**src/rtl/rct_pkg.sv**
```systemverilog
package rct_pkg;
  typedef struct packed {
    logic shiftA;   // shift bank A this cycle
    logic shiftB;   // shift bank B this cycle
    logic capture;  // accept the input vector as a valid item
  } rct_strobe_t;
endpackage

```
**src/rtl/rct_leaf.sv**
```systemverilog
module rct_leaf (
  input  logic [2:0] dataBits,
  input  logic [2:0] refBitsA,
  input  logic [2:0] refBitsB,
  input  logic       sel,
  output logic [1:0] leafSum
);
  logic [2:0] masked;

  always_comb begin
    masked  = dataBits & (sel ? refBitsB : refBitsA);
    leafSum = {1'b0, masked[0]} + {1'b0, masked[1]} + {1'b0, masked[2]};
  end
endmodule

```
**src/rtl/rct_ctrl.sv**
```systemverilog
module rct_ctrl
  import rct_pkg::*;
#(
  parameter int LAT = 5
) (
  input  logic        clk,
  input  logic        rstN,
  input  logic        inValid,
  input  logic        refLoadEn,
  input  logic        refLoadBank,
  output rct_strobe_t strb,
  output logic        outValid
);
  logic [LAT-1:0] validPipe;

  always_comb begin
    strb.shiftA  = refLoadEn & ~refLoadBank;
    strb.shiftB  = refLoadEn & refLoadBank;
    strb.capture = inValid & ~refLoadEn;
  end

  always_ff @(posedge clk) begin
    if (!rstN) validPipe <= '0;
    else       validPipe <= {validPipe[LAT-2:0], strb.capture};
  end

  assign outValid = validPipe[LAT-1];
endmodule

```
**src/rtl/rct_datapath.sv**
```systemverilog
module rct_datapath
  import rct_pkg::*;
#(
  parameter int W    = 24,
  parameter int CW   = 5,
  parameter int LVLS = 3
) (
  input  logic        clk,
  input  logic        rstN,
  input  rct_strobe_t strb,
  input  logic [W-1:0] inVec,
  input  logic        inSel,
  input  logic        refLoadBit,
  output logic [CW-1:0] countOut
);
  localparam int NLEAF = W / 3;
  localparam int NP2   = 1 << LVLS;

  logic [W-1:0] refA, refB;
  logic [W-1:0] stVec;
  logic         stSel;
  logic [1:0]   leafSum [NLEAF];

  // reference shift registers kept next to the leaves
  always_ff @(posedge clk) begin
    if (!rstN) begin
      refA <= '0;
      refB <= '0;
    end else begin
      if (strb.shiftA) refA <= {refLoadBit, refA[W-1:1]};
      if (strb.shiftB) refB <= {refLoadBit, refB[W-1:1]};
    end
  end

  // input vector and its bank select registered together
  always_ff @(posedge clk) begin
    if (!rstN) begin
      stVec <= '0;
      stSel <= 1'b0;
    end else begin
      stVec <= inVec;
      stSel <= inSel;
    end
  end

  for (genvar i = 0; i < NLEAF; i++) begin : g_leaf
    rct_leaf u_leaf (
      .dataBits(stVec[3*i +: 3]),
      .refBitsA(refA[3*i +: 3]),
      .refBitsB(refB[3*i +: 3]),
      .sel     (stSel),
      .leafSum (leafSum[i])
    );
  end

  for (genvar l = 0; l <= LVLS; l++) begin : g_lvl
    logic [CW-1:0] sum [NP2 >> l];
    if (l == 0) begin : g_base
      always_ff @(posedge clk) begin
        for (int i = 0; i < NP2; i++) begin
          if (!rstN || i >= NLEAF) sum[i] <= '0;
          else                     sum[i] <= CW'(leafSum[i]);
        end
      end
    end else begin : g_add
      always_ff @(posedge clk) begin
        for (int i = 0; i < (NP2 >> l); i++) begin
          if (!rstN) sum[i] <= '0;
          else       sum[i] <= g_lvl[l-1].sum[2*i] + g_lvl[l-1].sum[2*i+1];
        end
      end
    end
  end

  assign countOut = g_lvl[LVLS].sum[0];
endmodule

```
**src/rtl/ref_count_tree.sv**
```systemverilog
module ref_count_tree
  import rct_pkg::*;
#(
  parameter  int IN_WIDTH = 24,
  localparam int CNT_W    = $clog2(IN_WIDTH + 1)
) (
  input  logic                clk,
  input  logic                rstN,
  input  logic                inValid,
  input  logic [IN_WIDTH-1:0] inVec,
  input  logic                inSel,
  input  logic                refLoadEn,
  input  logic                refLoadBank,
  input  logic                refLoadBit,
  output logic                outValid,
  output logic [CNT_W-1:0]    countOut
);
  localparam int NLEAF = IN_WIDTH / 3;
  localparam int LVLS  = (NLEAF > 1) ? $clog2(NLEAF) : 0;
  localparam int LAT   = 2 + LVLS;

  rct_strobe_t strb;

  rct_ctrl #(.LAT(LAT)) u_ctrl (
    .clk        (clk),
    .rstN       (rstN),
    .inValid    (inValid),
    .refLoadEn  (refLoadEn),
    .refLoadBank(refLoadBank),
    .strb       (strb),
    .outValid   (outValid)
  );

  rct_datapath #(.W(IN_WIDTH), .CW(CNT_W), .LVLS(LVLS)) u_dp (
    .clk       (clk),
    .rstN      (rstN),
    .strb      (strb),
    .inVec     (inVec),
    .inSel     (inSel),
    .refLoadBit(refLoadBit),
    .countOut  (countOut)
  );
endmodule

```
**config.mk**
```make
export PLATFORM = sky130hd
export DESIGN_NAME = ref_count_tree
export DESIGN_NICKNAME = d
export VERILOG_FILES = /design/src/rtl/rct_pkg.sv /design/src/rtl/rct_leaf.sv /design/src/rtl/rct_ctrl.sv /design/src/rtl/rct_datapath.sv /design/src/rtl/ref_count_tree.sv
export SDC_FILE = /design/constraint.sdc
export NUM_CORES = 1
export LEC_CHECK = 0
export BUFFER_PORTS_ARGS = -buffer_cell sky130_fd_sc_hd__buf_2
export CORE_AREA = 4 4 144 146
export CTS_BUF_LIST = sky130_fd_sc_hd__clkbuf_8 sky130_fd_sc_hd__clkbuf_16
export DETAILED_ROUTE_END_ITERATION = 10
export DIE_AREA = 0 0 148 150
export SKIP_CTS_REPAIR_TIMING = 1
export SLEW_MARGIN = 5
export SYNTH_ARGS = -nofsm -noshare
export SYNTH_HDL_FRONTEND = slang
export SYNTH_HIERARCHICAL = 1
export SYNTH_SLANG_ARGS = --single-unit
```
**constraint.sdc**
```tcl
create_clock -name clk -period 2.1 [get_ports clk]
set_input_delay 0.315 -clock clk [delete_from_list [all_inputs] [get_ports clk]]
set_output_delay 0.315 -clock clk [all_outputs]
set_load 0.005 [all_outputs]
```
==> After elaboration in Yosys (flattened, before gate mapping) <==
Memories as Yosys holds them, arrays and structs flattened.
Index checks and enable logic that the tools add are counted.
{ "totals": {"regBits": 78, "latchBits": 0, "ram_bits": 51, "rom_bits": 0, "in_bits": 31, "out_inout_bits": 6, "wordCells": 86, "n_memories": 4} }
{ "mem_list": {"columns": ["memory", "words", "width", "rd", "rd_clocked_by_memory_dff", "wr", "line", "text"], "rows": [
  ["u_dp.g_lvl[1].sum", 4, 5, 4, 0, 4, "rct_datapath.sv:57", "logic [CW-1:0] sum [NP2 >> l];"],
  ["u_dp.g_lvl[0].sum", 8, 2, 8, 0, 8, "rct_datapath.sv:57", null],
  ["u_dp.g_lvl[2].sum", 2, 5, 2, 0, 2, "rct_datapath.sv:57", null],
  ["u_dp.g_lvl[3].sum", 1, 5, 1, 0, 1, "rct_datapath.sv:57", null]
]} }
{ "classes": {"addsub": 23, "multipliers": 0, "div": 0, "magnitude_cmp": 0, "eq_ne": 0, "shifts": 0, "n_mux": 26, "bitwise": 27, "n_reduce_logical": 1} }
{ "op_table": {"columns": ["op", "n"], "rows": [
  ["adder 5 bit", 7],
  ["2-to-1 mux 5 bit", 7],
  ["AND 3 bit", 8],
  ["2-to-1 mux 3 bit", 8],
  ["adder 1 x 1 -> 2 bit", 8],
  ["adder 2 x 1 -> 2 bit", 8],
  ["2-to-1 mux 2 bit", 8],
  ["OR 1 bit", 14],
  ["OR reduction 5 bit", 1],
  ["AND 1 bit", 3],
  ["2-to-1 mux 1 bit", 3],
  ["inverter 1 bit", 2]
]} }

==> Logic depth before layout (Yosys ltp) <==
Gate-level depths: netlist of the first run.
{ "logic_depth": {"word_depth": 5, "ltp_mapped": 5, "depth_no_buf": 5} }

==> Hierarchy <==
Netlist of the first run, hierarchy kept.
{ "modules_own_cells": {"columns": ["module", "instances", "cells_per_inst", "area_each_um2", "seq_area_each_um2"], "rows": [
  ["rct_datapath", 1, 334, 4108.9, 2282.2],
  ["rct_leaf", 8, 7, 68.8, 0.0],
  ["rct_ctrl", 1, 13, 152.6, 100.1]
]} }

==> Worst setup path after synthesis of the first run <==
OpenSTA, ideal clock, no wires.
{ "synth_path": {"path_kind": "reg-to-reg", "startpoint": "register u_dp.stSel", "endpoint": "memory u_dp/g_lvl[0].sum[0][0] (netlist bit)", "setup_ns": 0.115, "arrival_ns": 1.958, "required_ns": 1.985, "path_slack_ns": 0.027, "path_stages_with_launch": 5, "path_buffers": 0, "synth_period_minus_slack_ns": 2.073, "cell_sequence": "dfxtp_1 -> mux2i_1 -> nor2b_1 -> fa_1 -> and2_1"} }
{ "synth_lines": {"columns": ["item", "line", "text"], "rows": [
  ["from (decl)", "rct_datapath.sv:21", "logic stSel;"],
  ["from (signal assigned)", "rct_datapath.sv:42", "stSel <= inSel;"],
  ["to (decl)", "rct_datapath.sv:57", null]
]} }

==> results.cfg, run 1 <==
[worst_setup_path]
crit_family = adder cells
required_ns = 2.41
crit_arrival_ns = 1.94
start_kind = flip-flop
path_max_fanout = 12
end_kind = flip-flop
critPathSlowestCell = fa_1
crit_chain = buf_4 > mux2i_1 > nor2b_1 > fa_1 > and2_1
critical_path_buf_inv_count = 1
slowest_delay_ns = 0.48
worstSetupPathType = reg2reg

[grt]
overflow = 0
grt_max_degree = 45
grt_pass1_vias = 2874
grt_pass1_wl_um = 13600
grt_antenna_before_repair = 0
grt_use_total_pct = 7.91

[power_and_ir_drop]
power.leakage_nw = 2.40
ir_drop_mv = 0.444
total_power_mw = 5.32
intPower_mw = 4.28
p_sw_mw = 1.04
power_frac_comb_pct = 3.4
clkPwrFrac_pct = 53.3
p_seq_share_pct = 43.3
swShare_pct = 19.5
p_per_area_nw_per_um2 = 916

[cts]
cts.sink_count = 119
cts_max_path_buffers = 2
numCtsBuffers = 17
clk_pin_slew_worst_paths_ns = 0.05
cts-root-buf = clkbuf_16
cts_tree = yes
htreeDepth = 4
insertion_delay_ns = 0.41

[routing]
drt-wirelength-per-cell_um = 10.9
first_pass_iters = 4
drc_errors = 0
drtAntennaViolNets = 0
postRouteWirelength_um = 7880
viasPerCell = 3.72
vias = 2687
drtIter0Drc = 95

[timing]
rsz0062_at_grt = no
max-slew-margin-rel_pct = 58.1
fin_crit_ns = 1.63
tightestPinTransition_ns = 0.626
finalSetupTns_ns = 0
setup_viol = 0
finalHoldViolCount = 0
fin_ws_ns = 0.468
period_share_pct = 77.7
maxSlewViolCount = 0
max_freq_mhz = 613
final.setup_skew_ns = 0.00702

[die]
die_w_um = 148
die_y_um = 150
placeableCoreArea_um2 = 19400
die_area_um2 = 22200
pin_count = 37
rows = 51
start_util_pct = 24.8

[finish]
nNetsFinal = 507
fin_cells = 723
n_antenna_cell = 0
fillers = 1999
regArea_um2 = 2380
layout-drive-gt1-share_pct = 15.7
syn_to_final_growth_pct = 20.8
multiInputGateArea_um2 = 2200

[place]
dp_slack_ns = 0.481
dpl.hpwl_um = 5530
gp_congestion = 0.725
place.port_buffers = 36
dp_cells = 693

[job]
maxCapViolations = 0

[status]
outcome = completed

[synthesis]
yosys_warnings = 6
synth_nets = 462
synth.avg_cell_area_um2 = 12.0
netlist_area_um2 = 4810
synthCells = 402

[hold_path]
hold_path_class = in2reg
-- cells in the final DEF, fill, tap and decap left out, types with 2 or more instances in the layout --
| master | n |
|---|---|
| ha_1 | 14 |
| and2_1 | 64 |
| buf_4 | 5 |
| xor2_1 | 2 |
| and2b_1 | 4 |
| a21o_1 | 4 |
| bufinv_16 | 3 |
| a21oi_1 | 4 |
| clkbuf_16 | 17 |
| buf_12 | 3 |
| clkinvlp_4 | 2 |
| dfxtp_1 | 119 |
| buf_2 | 36 |
| clkinv_2 | 2 |
| inv_1 | 9 |
| clkbuf_8 | 2 |
| nor2b_1 | 74 |
| mux2i_1 | 73 |
| fa_1 | 15 |
-- sequential cells by signal, summed over array words and instances (netlist names) --
name and count:
u_dp/stSel 1, u_ctrl/validPipe 5, u_dp/g_lvl.sum 41, u_dp/refB 24, u_dp/stVec 24, u_dp/refA 24
-- power groups by stage --
stage	Combinational (mW)	Clock, mW	Sequential [mW]
2_1_floorplan	0.138	0	2.35
3_3_place_gp	0.183	0	2.35
3_5_place_dp	0.184	0	2.35
4_1_cts	0.185	2.93	2.30
5_1_grt	0.197	3.03	2.30
6_report	0.179	2.84	2.30
-- metal layers --
metal  vias up  wire (um)  global-route usage [%]
met4         0        158                    3.60
met2        42       3710                    12.7
met3        12        381                    3.57
met1      1243       3630                    9.11
met5         -          0                       0
li1       1390          -                       -
-- per-stage QoR --
stage / util, % / hold WS (ns) / instance area [um^2]
CTS: 29.9 / 0.0895 / 5810
floorplan: - / 0.406 / 4810
finish: 29.9 / 0.108 / 5810
global placement: 26.9 / 0.412 / 5220
global route: 29.9 / 0.0895 / 5810
detailed placement: 26.9 / 0.418 / 5220
-- path summary, 6_finish.rpt --
check / start / endpoint / slack, ns / cells after the start
hold / removal: inVec[19] / u_dp/stVec[19] / 0.11 / 2
setup reg to reg: u_dp/stSel / u_dp/g_lvl[0].sum[1][0] / 0.47 / 5
setup / recovery: u_dp/stSel / u_dp/g_lvl[0].sum[1][0] / 0.47 / 5
hold reg to reg: u_ctrl/validPipe[1] / u_ctrl/validPipe[2] / 0.43 / 1
-- area by class of cell --
cell class,instances,area share [%]
clock inverter,11,2.33
inverter,6,0.388
sequential,119,41.0
tap,265,5.71
clock buffer,19,7.80
multi-input combinational,259,38.0
timing repair buffer,44,4.78
No activity file was read; power rests on OpenSTA's default activity.
==> run 2, diff against run 1 <==
--- a/config.mk
+++ b/config.mk
@@ -5,11 +5,12 @@
 export SDC_FILE = /design/constraint.sdc
 export NUM_CORES = 1
 export LEC_CHECK = 0
+export ABC_AREA = 1
 export BUFFER_PORTS_ARGS = -buffer_cell sky130_fd_sc_hd__buf_2
-export CORE_AREA = 4 4 144 146
+export CORE_AREA = 4 4 143 145
 export CTS_BUF_LIST = sky130_fd_sc_hd__clkbuf_8 sky130_fd_sc_hd__clkbuf_16
 export DETAILED_ROUTE_END_ITERATION = 10
-export DIE_AREA = 0 0 148 150
+export DIE_AREA = 0 0 147 149
 export SKIP_CTS_REPAIR_TIMING = 1
 export SLEW_MARGIN = 5
 export SYNTH_ARGS = -nofsm -noshare
==> constraint.sdc (replaced) <==
create_clock -name clk -period 1.6 [get_ports clk]
set_input_delay 0.24 -clock clk [delete_from_list [all_inputs] [get_ports clk]]
set_output_delay 0.24 -clock clk [all_outputs]
set_load 0.005 [all_outputs]
==> run 2 against run 1 <==
Combinational power increased by 140%. Cell count increased by 27%. Routed wire length increased by 8.1%. Non-clock buffer count increased by 2. Global-route usage increased by 0.76 points. Sequential power increased by 39%. Largest cell class unchanged. Highest routed layer unchanged.
==> results.cfg, run 2 <==
[finish]
nNetsFinal = 700
largest_reg_flops = 41
layout_common_cells = nor2_1, dfxtp_1, nand2_1, inv_1, o21ai_0
syn_to_final_growth_pct = 22.7
final_common_cell = nor2_1
layout-drive-gt1-share_pct = 12.7
largest_register = u_dp/g_lvl.sum
n_antenna_cell = 0
final_core_util_pct = 30.0

[timing]
maxSlewViolCount = 0
max_freq_mhz = 705
rsz0062_at_grt = no
period_share_pct = 88.6
tightestPinTransition_ns = 0.457
finalSetupTns_ns = 0
final.setup_skew_ns = 0.00697
fin_crit_ns = 1.42
worst_hold_slack_ns = 0.0126
finalHoldViolCount = 0
setup_viol = 0
max-slew-margin-rel_pct = 69.5

[worst_setup_path]
crit_top_cell = nand2_1
r2r_setup_slack_ns = 0.18
crit_chain = buf_12 > nand2_1 > nand2_1 > nor2_1 > fa_1 > nand2_1 > inv_1
end_kind = flip-flop
crit_family = adder cells
path_max_fanout = 30
crit_arrival_ns = 1.77
worstSetupPathType = reg2reg
critPathSlowestCell = fa_1
critical_path_buf_inv_count = 2
start_kind = flip-flop
required_ns = 1.95
slowest_delay_ns = 0.53

[die]
pin_count = 37
die_w_um = 147
die_area_um2 = 21900
die_y_um = 149
start_util_pct = 24.4
rows = 51
placeableCoreArea_um2 = 19200

[routing]
vias = 3408
drtAntennaViolNets = 0
drtIter0Drc = 192
viasPerCell = 3.71
postRouteWirelength_um = 8520
first_pass_iters = 4
drc_errors = 0
drt-wirelength-per-cell_um = 9.29

[synthesis]
netlist_area_um2 = 4690
synth_nets = 655
yosys_warnings = 6
synthCells = 595
synth.avg_cell_area_um2 = 7.88

[place]
gp_congestion = 0.738
dpl.hpwl_um = 5740
place.port_buffers = 36

[grt]
grt_use_total_pct = 8.67
grt_pass1_wl_um = 15200
grt_max_degree = 36
overflow = 0
grt_pass1_vias = 3286
grt_antenna_before_repair = 0

[cts]
cts_max_path_buffers = 2
cts.sink_count = 119
htreeDepth = 4
numCtsBuffers = 17
cts_tree = yes
clk_pin_slew_worst_paths_ns = 0.06
insertion_delay_ns = 0.41
cts-root-buf = clkbuf_16

[power_and_ir_drop]
total_power_mw = 7.27
p_per_area_nw_per_um2 = 1260
ir_drop_mv = 0.671
power.leakage_nw = 3.00

[job]
maxCapViolations = 0

[status]
outcome = completed

[hold_path]
hold_path_class = in2reg
run 2: power by group:
part | switching [mW] | internal (mW)
clock | 1.35 | 2.30
sequential | 0.0794 | 3.11
combinational | 0.258 | 0.176
run 2: per-stage QoR:
stage / cells / area [um^2] / setup slack, ns
after floorplan: 595 / 4690 / 0.0267
final: 918 / 5760 / 0.182
after CTS: 918 / 5760 / 0.186
after global placement: 886 / 5170 / 0.211
after global routing: 918 / 5760 / 0.0508
after detailed placement: 886 / 5170 / 0.193
run 2: worst paths after layout:
check	start	end	cells past startpoint
worst min register to register	u_ctrl/validPipe[1]	u_ctrl/validPipe[2]	2
worst min-delay path	inVec[7]	u_dp/stVec[7]	3
worst max-delay path	u_dp/stSel	u_dp/g_lvl[0].sum[0][6]	7
worst max register to register	u_dp/stSel	u_dp/g_lvl[0].sum[0][6]	7
run 2: layout make-up:
class / count / area [um^2]
Inverter: 99 / 372
Timing Repair Buffer: 46 / 293
Tap cell: 265 / 332
Fill cell: 2104 / 13500
Multi-Input combinational cell: 357 / 1800
Sequential cell: 119 / 2380
Clock buffer: 17 / 425
Clock inverter: 15 / 155
run 2: worst reg2reg max path: stages (launching register included):
cell	delay (ns)
dfxtp_2	0.37
buf_12	0.18
nand2_1	0.08
nand2_1	0.06
nor2_1	0.05
fa_1	0.53
nand2_1	0.05
inv_1	0.05
run 2: routing by layer:
layer  GRT usage (%)  vias up  share of wire, %
li1                -     1852                 -
met3            3.43        9               3.7
met5               0        -                 0
met1            11.2     1502                51
met2            13.0       45                44
met4            3.54        0               1.5
==> run 3, diff against run 2 <==
--- a/config.mk
+++ b/config.mk
@@ -11,6 +11,7 @@
 export CTS_BUF_LIST = sky130_fd_sc_hd__clkbuf_8 sky130_fd_sc_hd__clkbuf_16
 export DETAILED_ROUTE_END_ITERATION = 10
 export DIE_AREA = 0 0 147 149
+export MAX_ROUTING_LAYER = met4
 export SKIP_CTS_REPAIR_TIMING = 1
 export SLEW_MARGIN = 5
 export SYNTH_ARGS = -nofsm -noshare
==> constraint.sdc (replaced) <==
create_clock -name clk -period 1.28 [get_ports clk]
set_input_delay 0.192 -clock clk [delete_from_list [all_inputs] [get_ports clk]]
set_output_delay 0.192 -clock clk [all_outputs]
set_load 0.005 [all_outputs]
==> run 3 against run 2 <==
The flow now finishes with violations (negative setup slack). Flip-flop and latch count unchanged. Global-route usage up 0.50 points. Design area rose by 6.9%. Worst hold slack better by 0.0037 ns. Highest routed layer unchanged.
==> results.cfg, run 3 (synthesis gave the netlist of run 2 again) <==
[status]
outcome = complete, but fails checks
violations = negative setup slack

[routing]
vias = 3507
drc_errors = 0
drtIter0Drc = 130
drtAntennaViolNets = 0
postRouteWirelength_um = 8790
drt-wirelength-per-cell_um = 9.30
viasPerCell = 3.71
first_pass_iters = 4

[cts]
cts_tree = yes
numCtsBuffers = 17
htreeDepth = 4
cts-root-buf = clkbuf_16
cts_max_path_buffers = 2
cts.sink_count = 119
insertion_delay_ns = 0.41
clk_pin_slew_worst_paths_ns = 0.05

[timing]
fin_ws_ns = -0.105
max_freq_mhz = 722
final.setup_skew_ns = 0.00597
rsz0062_at_grt = yes
worst_hold_slack_ns = 0.0163
setup_viol = 16
fin_crit_ns = 1.39
finalHoldViolCount = 0
tightestPinTransition_ns = 0.489
max-slew-margin-rel_pct = 67.4
maxSlewViolCount = 0
period_share_pct = 108

[worst_setup_path]
required_ns = 1.64
end_kind = flip-flop
r2r_setup_slack_ns = -0.11
worstSetupPathType = reg2reg
crit_arrival_ns = 1.74
crit_chain = buf_12 > nand2_1 > nand2_1 > nor2_2 > fa_1 > nand2_1 > inv_1
critPathSlowestCell = fa_1
r2r_cells = 7
slowest_delay_ns = 0.52
cp-startpoint = u_dp/stSel
r2r_start = u_dp/stSel
start_kind = flip-flop
crit_top_cell = nand2_1
reg2reg_to = u_dp/g_lvl[0].sum[0][0]
path_max_fanout = 24

[power_and_ir_drop]
swShare_pct = 22.1
power_frac_comb_pct = 6.7
intPower_mw = 7.38
power.leakage_nw = 3.13
total_power_mw = 9.47
ir_drop_mv = 0.938
p_seq_share_pct = 42.2
p_sw_mw = 2.10
p_per_area_nw_per_um2 = 1540
clkPwrFrac_pct = 51.2

[finish]
final_common_cell = nor2_1
n_antenna_cell = 0
largest_register = u_dp/g_lvl.sum
nNetsFinal = 727
fin_cells = 945
syn_to_final_growth_pct = 31.2
layout_common_cells = nor2_1, dfxtp_1, nand2_1, inv_1, o21ai_0
largest_reg_flops = 41
fillers = 2052
layout-drive-gt1-share_pct = 17.2
finalInstanceArea_um2 = 6150

[grt]
overflow = 0
grt_pass1_vias = 3403
grt_antenna_before_repair = 0
grt_max_degree = 28
grt_use_total_pct = 9.17
grt_pass1_wl_um = 15700

[hold_path]
hold_start = inValid
hold_path_class = in2reg
hold_path_end = u_ctrl/validPipe[0]
holdPathStages = 3

[die]
placeableCoreArea_um2 = 19200
die_w_um = 147
rows = 51
die_area_um2 = 21900
die_y_um = 149
pin_count = 37
start_util_pct = 24.4

[job]
maxCapViolations = 0

[place]
dp_slack_ns = -0.136
place.port_buffers = 36
gp_congestion = 0.743
dp_cells = 888
dpl.hpwl_um = 5960
placed_area_um2 = 5220
-- run 3: cell count changes in the layout (fill, tap and decap cells not counted), moves of 3 or more --
cell,delta
dlygate4sd3_1,+24
clkbuf_8,+3
nor2_2,+20
nor2_1,-20
-- run 3: stage by stage --
step | setup TNS, ns | utilization (%)
floorplan | -1.24 | -
global placement | -1.12 | 27.2
detailed placement | -1.32 | 27.2
CTS | -1.59 | 30.4
global route | -2.55 | 32.0
finish | -1.07 | 32.0
-- run 3: power by group through the flow --
stage | Combinational (mW) | Clock [mW] | Sequential [mW]
after floorplan | 0.397 | 0 | 4.05
after global routing | 0.749 | 5.17 | 4.01
after CTS | 0.568 | 5.00 | 3.99
after detailed placement | 0.563 | 0 | 4.07
after global placement | 0.554 | 0 | 4.07
final | 0.632 | 4.85 | 3.99
-- run 3: how the worst max path moves through the flow --
stage                                    to  slack [ns]  cells after the start
finish              u_dp/g_lvl[0].sum[0][0]       -0.11                      7
global route        u_dp/g_lvl[0].sum[0][2]       -0.20                      7
CTS                 u_dp/g_lvl[0].sum[1][0]       -0.14                      7
detailed placement  u_dp/g_lvl[0].sum[1][4]       -0.14                      7
global placement    u_dp/g_lvl[0].sum[1][2]       -0.11                      7
floorplan           u_dp/g_lvl[0].sum[0][0]       -0.11                      6
-- run 3: worst max-delay path: cells and delay by family, from the launching register on --
kind / cells / cell delay (ns)
simple gates: 4 / 0.24
fa+ha+maj: 1 / 0.52
buf+inv: 2 / 0.20
flops: 1 / 0.37
-- run 3: per-layer routing --
| metal | track usage, % | vias up | wire, um |
|---|---|---|---|
| li1 | - | 1908 | - |
| met1 | 11.3 | 1533 | 4370 |
| met2 | 13.7 | 64 | 3910 |
| met3 | 4.07 | 2 | 457 |
| met4 | 2.66 | 0 | 46 |
| met5 | - | - | 0 |
-- run 3: final cells by class --
| class | count | area (um^2) | share of cell area, % |
|---|---|---|---|
| repair buffers | 73 | 566 | 9.19 |
| well taps | 265 | 332 | 5.39 |
| clock buffers | 20 | 467 | 7.58 |
| multi-input cells | 357 | 1880 | 30.6 |
| inverters | 99 | 372 | 6.04 |
| flip-flops and latches | 119 | 2390 | 38.8 |
| clock inverters | 12 | 150 | 2.44 |
